<file path="config.mk">
export PLATFORM = sky130hd
export DESIGN_NAME = odl_dir_arb
export DESIGN_NICKNAME = d
export VERILOG_FILES = /design/src/rtl/odl_pkg.sv /design/src/rtl/odl_sync.sv /design/src/rtl/odl_chan.sv /design/src/rtl/odl_dir_arb.sv
export SDC_FILE = /design/constraint.sdc
export NUM_CORES = 1
export LEC_CHECK = 0
export BUFFER_PORTS_ARGS = -buffer_cell sky130_fd_sc_hd__buf_2
export CORE_MARGIN = 1
export CORE_UTILIZATION = 53
export DETAILED_ROUTE_END_ITERATION = 8
export PLACE_DENSITY = 0.86
export REMOVE_ABC_BUFFERS = 1
export SYNTH_ARGS = -nofsm -noshare
export SYNTH_HDL_FRONTEND = slang
export SYNTH_SLANG_ARGS = --single-unit
</file>
<file path="constraint.sdc">
create_clock -name clk -period 1.1 [get_ports clk]
set_input_delay 0.165 -clock clk [delete_from_list [all_inputs] [get_ports clk]]
set_output_delay 0.165 -clock clk [all_outputs]
set_load 0.01 [all_outputs]
</file>
<file path="src/rtl/odl_pkg.sv">
package odl_pkg;
  typedef enum logic [1:0] {
    ODL_OFF     = 2'd0,
    ODL_IDLE    = 2'd1,
    ODL_HOST_IN = 2'd2,
    ODL_CARD_IN = 2'd3
  } odl_state_e;
endpackage

</file>
<file path="src/rtl/odl_sync.sv">
module odl_sync #(
  parameter int W        = 3,
  parameter int STAGES   = 2,
  parameter bit RST_HIGH = 1'b1
) (
  input  logic         clk,
  input  logic         rst,
  input  logic [W-1:0] d,
  output logic [W-1:0] q
);
  localparam int TOTAL = STAGES * W;
  logic [TOTAL-1:0] sh;

  generate
    if (STAGES == 1) begin : g_one
      always_ff @(posedge clk) begin
        if (rst) sh <= RST_HIGH ? '1 : '0;
        else     sh <= d;
      end
    end else begin : g_many
      always_ff @(posedge clk) begin
        if (rst) sh <= RST_HIGH ? '1 : '0;
        else     sh <= {sh[TOTAL-W-1:0], d};
      end
    end
  endgenerate

  assign q = sh[TOTAL-1 -: W];
endmodule

</file>
<file path="src/rtl/odl_chan.sv">
module odl_chan
  import odl_pkg::*;
(
  input  logic clk,
  input  logic rst,
  input  logic en,
  input  logic h_s,
  input  logic c_s,
  output logic host_pull,
  output logic card_pull
);
  logic       h_d, c_d;
  logic       h_fall, c_fall;
  odl_state_e st, st_nx;

  // Previous synchronised level, used for edge detection.
  always_ff @(posedge clk) begin
    if (rst) begin
      h_d <= 1'b1;
      c_d <= 1'b1;
    end else begin
      h_d <= h_s;
      c_d <= c_s;
    end
  end

  assign h_fall = h_d & ~h_s;
  assign c_fall = c_d & ~c_s;

  always_comb begin
    st_nx = st;
    if (!en) begin
      st_nx = ODL_OFF;
    end else begin
      case (st)
        ODL_OFF:     st_nx = ODL_IDLE;
        ODL_IDLE: begin
          if (h_fall && c_s)      st_nx = ODL_HOST_IN;
          else if (c_fall && h_s) st_nx = ODL_CARD_IN;
        end
        ODL_HOST_IN: if (h_s) st_nx = ODL_IDLE;
        ODL_CARD_IN: if (c_s) st_nx = ODL_IDLE;
        default:     st_nx = ODL_OFF;
      endcase
    end
  end

  always_ff @(posedge clk) begin
    if (rst) begin
      st        <= ODL_OFF;
      card_pull <= 1'b1;
      host_pull <= 1'b0;
    end else begin
      st        <= st_nx;
      card_pull <= (st_nx == ODL_OFF) || (st_nx == ODL_HOST_IN);
      host_pull <= (st_nx == ODL_CARD_IN);
    end
  end

  AST_DISABLED_CARD_LOW: assert property (@(posedge clk) disable iff (rst)
    !en |=> (card_pull && !host_pull));
  AST_ONE_SIDE_ONLY: assert property (@(posedge clk) disable iff (rst)
    !(card_pull && host_pull));
  AST_HOST_HOLD: assert property (@(posedge clk) disable iff (rst)
    (en && st == ODL_HOST_IN && !h_s) |=> card_pull);
  AST_HOST_RELEASE: assert property (@(posedge clk) disable iff (rst)
    (en && st == ODL_HOST_IN && h_s) |=> (!card_pull && !host_pull));
  AST_TIE_NEUTRAL: assert property (@(posedge clk) disable iff (rst)
    (en && st == ODL_IDLE && h_fall && c_fall) |=> (!card_pull && !host_pull));
endmodule

</file>
<file path="src/rtl/odl_dir_arb.sv">
module odl_dir_arb #(
  parameter int N_CH        = 3,
  parameter int SYNC_STAGES = 2
) (
  input  logic            clk,
  input  logic            rst,
  input  logic            rx_en,
  input  logic [N_CH-1:0] host_line,
  input  logic [N_CH-1:0] card_line,
  output logic [N_CH-1:0] host_pull,
  output logic [N_CH-1:0] card_pull
);
  logic [N_CH-1:0] h_s, c_s;

  odl_sync #(.W(N_CH), .STAGES(SYNC_STAGES), .RST_HIGH(1'b1)) u_sync_h (
    .clk(clk), .rst(rst), .d(host_line), .q(h_s));
  odl_sync #(.W(N_CH), .STAGES(SYNC_STAGES), .RST_HIGH(1'b1)) u_sync_c (
    .clk(clk), .rst(rst), .d(card_line), .q(c_s));

  genvar i;
  generate
    for (i = 0; i < N_CH; i++) begin : g_ch
      odl_chan u_chan (
        .clk(clk), .rst(rst), .en(rx_en),
        .h_s(h_s[i]), .c_s(c_s[i]),
        .host_pull(host_pull[i]), .card_pull(card_pull[i]));
    end
  endgenerate

  AST_ENABLE_NEUTRAL: assert property (@(posedge clk) disable iff (rst)
    (rx_en && !$past(rx_en) && !$past(rst)) |-> (host_pull == '0));
endmodule

</file>
# == Yosys cells after proc, flatten, opt, wreduce, memory -nomap -nowiden ==
# Index checks and enable logic that the tools add are counted.
# word_totals
inputBits,9
reg_bits,30
wordCells,77
output_inout_bits,6
# classes
mux,18
n_bitwise,12
eq_ne,15
reduce_logical,15
# op_table
cell,count
$mux 2,15
$eq 2x2->1 const B,12
$pmux 2 s4,3
$logic_not 2->1,6
$and 1x1->1,6
$eq 2x1->1 const B,3
$logic_and 1x1->1,6
$not 1->1,6
$logic_or 1x1->1,3

# == Longest topological paths before layout ==
# logic_depth
ltp_word,9
depth_mapped,3
depth_no_buf,3

# == Hierarchy ==
# A second synthesis with hierarchy kept.
# hier_totals
cells_unflattened,93
hier_area_um2,1066.0
# by_module_without_submodules
mod,seq_area_each_um2,instances,cells_each,area_each_um2
odl_chan,120.1,3,21,235.2
odl_sync,120.1,2,15,180.2

# == Worst setup path before layout ==
# No wires, ideal clock.
# synth_timing
path_kind,reg2reg
startpoint,register u_sync_h.sh[5]
endpoint,register g_ch[2].u_chan.host_pull
slack_ns,0.193
arrival_time_ns,0.781
path_stages_with_launch,4
period_less_slack_ns,0.907
setup_ns,0.125
t_required_ns,0.975
n_path_buf,0
cell_sequence,dfxtp_1 > and4bb_1 > o21ai_2 > a211oi_2
# synth_between
elab_chain_len,7
elab_cells_between_ends,10
cone_classes,eq/ne: 1; mux: 5; bitwise: 2; reduce/logical: 2
# synth_lines
element,line_no,text
"start, declared",odl_sync.sv:12,logic [TOTAL-1:0] sh;
"start signal, assigned",odl_sync.sv:22,if (rst) sh <= RST_HIGH ? '1 : '0;
"start signal, assigned",odl_sync.sv:23,"else sh <= {sh[TOTAL-W-1:0], d};"
$not 1->1,odl_chan.sv:27,assign h_fall = h_d & ~h_s;
$and 1x1->1,odl_chan.sv:27,
$logic_and 1x1->1,odl_chan.sv:38,if (h_fall && c_s) st_nx = ODL_HOST_IN;
$mux 2,odl_chan.sv:38,
$pmux 2 s4 *,odl_chan.sv:35,case (st)
$mux 2 *,odl_chan.sv:32,if (!en) begin
$eq 2x2->1 *,odl_chan.sv:56,host_pull <= (st_nx == ODL_CARD_IN);
"end signal, assigned",odl_chan.sv:56,
"end, declared",odl_chan.sv:9,"output logic host_pull,"
# Mark *: on every way between the ends. The rest lies on a longest branch, timed or not.
# A chain may end at the register's enable or synchronous reset.

# == Worst setup path after layout ==
# layout_timing
startpoint,register g_ch[2].u_chan.st[0]
endpoint,register g_ch[2].u_chan.host_pull
# layout_between
elab_chain_len,5
elab_cells_between_ends,11
cone_classes,eq/ne: 4; mux: 6; reduce/logical: 1
# layout_lines
element,line_no,text
"start, declared",odl_chan.sv:14,"odl_state_e st, st_nx;"
"start signal, assigned",odl_chan.sv:54,st <= st_nx;
$mux 2,odl_chan.sv:39,else if (c_fall && h_s) st_nx = ODL_CARD_IN;
$mux 2,odl_chan.sv:38,
$pmux 2 s4 *,odl_chan.sv:35,
$mux 2 *,odl_chan.sv:32,
$eq 2x2->1 *,odl_chan.sv:56,
# Marked as above.

==> results by group <==
Run status
  – Run status: complete, no violations

Worst setup path
  – Largest fanout on the critical path: 4
  – Data required time of the worst path: 1.35 ns
  – Cell Chain, Critical Path: mux2i_1 -> nand2_1 -> a211oi_2
  – Crit end category: register
  – Worst setup path class: register to register
  – Crit path largest cell delay: 0.44 ns
  – Nature of the critical path startpoint: register
  – WP data arrival: 1.29 ns
  – Cell type of the slowest stage on the worst timing path: sky130_fd_sc_hd__dfxtp_1

Die
  – Die area: 0.00220 sq mm
  – Starting density of the core: 0.592
  – Die Y: 46.9 um
  – Core ar.: 0.00180 sq mm
  – Num ports: 15
  – Total number of placement rows: 15
  – Width of the die: 46.9 um

Timing
  – Highest clock rate: 959 MHz
  – Max-slew violation count: 0
  – Unrepaired setup endpoints after global routing: no
  – Crit path setup slack, layout: 0.0574 ns
  – Relative slew margins: 0.743
  – Fraction of the cycle the final worst path needs: 0.948
  – Final Hold Violating Endpoints: 0
  – Number of setup violations in the final report: 0
  – Worst slew pin tran: 0.386 ns
  – Setup TNS: 0 ns
  – Final hold slack: 0.0244 ns
  – Final critical delay including setup and external delays: 1.04 ns
  – Post-Route Skew: 0.00860 ns

Yosys
  – Average cell area after synthesis: 11.2 sq um
  – Number of warning messages in the yosys log: 0
  – Count of state elements after synthesis: 30
  – Syn Inst Count: 95
  – Synth unique cells: 18
  – Biggest area contributors in the synthesized netlist: sky130_fd_sc_hd__dfxtp_1 (56%), sky130_fd_sc_hd__or2_2 (11%), sky130_fd_sc_hd__buf_4 (4.2%), sky130_fd_sc_hd__nand2b_1 (4.1%), sky130_fd_sc_hd__a211oi_2 (3.5%)
  – Post-Syn Area: 0.00107 sq mm
  – Area share of the largest cell type after synthesis: 0.563
  – Post-synth top area cell: sky130_fd_sc_hd__dfxtp_1
  – Sequential cell area fraction in the yosys report: 0.563

Global route
  – Antenna violations before repair: 0
  – Pin count of the biggest net entering global routing: 20
  – Vias in the first global route: 573
  – First-pass GRT wire length: 2.34 mm
  – Global router's overall resource usage: 0.162
  – Global-route congestion overflow total: 0

Finish
  – Finished Layout Cells: 136
  – Number of diodes: 0
  – Fraction of layout instances using a drive strength above 1: 0.441
  – Leading cell type in the layout, fill and taps excluded: sky130_fd_sc_hd__dfxtp_1
  – FILL cells: 138
  – Final Cell Area: 0.00121 sq mm
  – Core utilization of the finished layout: 0.671
  – NumNets Final: 119
  – Relative area change from synthesis to final layout: 13.2%
  – Commonest cells after routing, fill and taps aside: sky130_fd_sc_hd__dfxtp_1 (29), sky130_fd_sc_hd__or2_2 (18), sky130_fd_sc_hd__buf_2 (14)

Route
  – Drt first-iter violations: 6
  – Number of vias after detailed routing: 653
  – DR DRC count: 0
  – Post-detailed-routing wire length: 1.42 mm
  – First-pass detailed-route iteration total: 4
  – Final ANT Viol Nets: 0
  – Post-detailed-route via-to-cell ratio: 4.80
  – Routed wire length per instance: 10.5 um

Pwr
  – Leakage dissipation: 0.489 nW
  – Internal: 1.66 mW
  – Fraction of power consumed by sequential logic: 0.552
  – Switching power of the nets: 0.424 mW
  – Worst IR Drop VDD: 1.38 mV
  – Comb power frac: 0.051
  – Clk pwr share: 0.397
  – Fraction of power spent switching nets: 0.203
  – Overall Power: 2.08 mW
  – Power per unit of standard cell area: 1720 mW/mm^2

Placed design
  – Port Buffer Count: 14
  – Routability congestion estimate from global placement: 0.640
  – Pre-CTS setup slack: 0.0778 ns
  – Hpwl dp: 1.01 mm
  – DP Area: 0.00111 sq mm
  – Cell total after placement: 126

Clocking
  – Number of sinks on the clock net: 30
  – Clock latency of the later-clocked register in the worst-skew pair: 0.32 ns
  – CTS tree: yes
  – Max H-tree Level: 2
  – CTS buffer count: 5
  – Cell at the root of the clock tree: sky130_fd_sc_hd__clkbuf_4
  – Reg clk slew, reported paths: 0.09 ns
  – Clock buffer depth: 2
  – Post-CTS setup repair buffer count: 0

Worst hold path
  – Min-delay worst type: primary input to register

Flow run
  – Max-cap check violation count: 0
==> power groups by stage <==
stage / clock network, mW / logic, mW / registers [mW]
after floorplan: 0 / 0.0602 / 1.17
after global placement: 0 / 0.0974 / 1.17
after detailed placement: 0 / 0.101 / 1.17
after CTS: 0.850 / 0.101 / 1.15
after global routing: 0.909 / 0.116 / 1.16
final: 0.828 / 0.105 / 1.15
==> what timing repair did <==
action,4_1_cts,5_1_grt
hold buffers,0,2
endpoints found under the setup margin,0,1
hold endpoints to repair,0,2
resized for setup,0,1
==> cells by family (layout without fill, tap and decap cells) <==
logic type / after synthesis / count (layout) / share of synthesized area
muxes: 3 / 3 / 0.0281
buffers and inverters: 9 / 25 / 0.0621
DFF: 30 / 30 / 0.563
and+or+nand+nor: 41 / 41 / 0.259
AOI/OAI and AO/OA: 12 / 12 / 0.0879
==> final cells by class <==
cell class / count / area [sq um] / share of cell area
Tap cell: 25 / 31.3 / 0.0259
Multi-Input combinational cell: 56 / 400 / 0.331
Clock inverter: 3 / 40.0 / 0.0331
Clock buffer: 5 / 37.5 / 0.0311
Sequential cell: 30 / 602 / 0.498
Timing Repair Buffer: 17 / 97.6 / 0.0807
==> Yosys cell counts, drive strengths merged <==
cell type / number
nand4b: 3
mux2i: 3
a211oi: 3
buf: 8
nand2b: 7
nor2b: 1
and4bb: 3
nor2: 3
o21ai: 3
a21oi: 6
dfxtp: 30
clkbuf: 1
nand2: 3
or2: 18
and3b: 3
==> layer usage <==
layer | wire, um | part of all wire | global-route usage | vias to the layer above
met5 | 0 | 0 | 0 | -
met4 | 15 | 0.011 | 0.0857 | 0
met3 | 76 | 0.053 | 0.0923 | 2
met2 | 691 | 0.49 | 0.242 | 20
met1 | 640 | 0.45 | 0.186 | 288
li1 | - | - | - | 343
==> critical path: cells and delay by family (launching register included) <==
kind	cells	cell delay, ns
simple gates	1	0.10
flops	1	0.44
mux	1	0.23
compound gates	1	0.21
==> state kept, by name, indices dropped and copies added, names as in the netlist <==
signal and flops:
g_ch.u_chan.h_d 3, u_sync_c.sh 6, g_ch.u_chan.c_d 3, u_sync_h.sh 6, g_ch.u_chan.st 6, g_ch.u_chan.card_pull 3, g_ch.u_chan.host_pull 3
==> path summary, 6_finish.rpt <==
check / startpoint / end / slack, ns / cells past startpoint
hold / removal: host_line[2] / u_sync_h.sh[2]$_SDFF_PP1_ / 0.02 / 2
setup reg to reg: g_ch[2].u_chan.st[0]$_SDFF_PP0_ / g_ch[2].u_chan.host_pull$_SDFF_PP0_ / 0.06 / 3
setup / recovery: g_ch[2].u_chan.st[0]$_SDFF_PP0_ / g_ch[2].u_chan.host_pull$_SDFF_PP0_ / 0.06 / 3
hold reg to reg: u_sync_c.sh[2]$_SDFF_PP1_ / u_sync_c.sh[5]$_SDFF_PP1_ / 0.41 / 1
(Power assumes the default switching activity.)
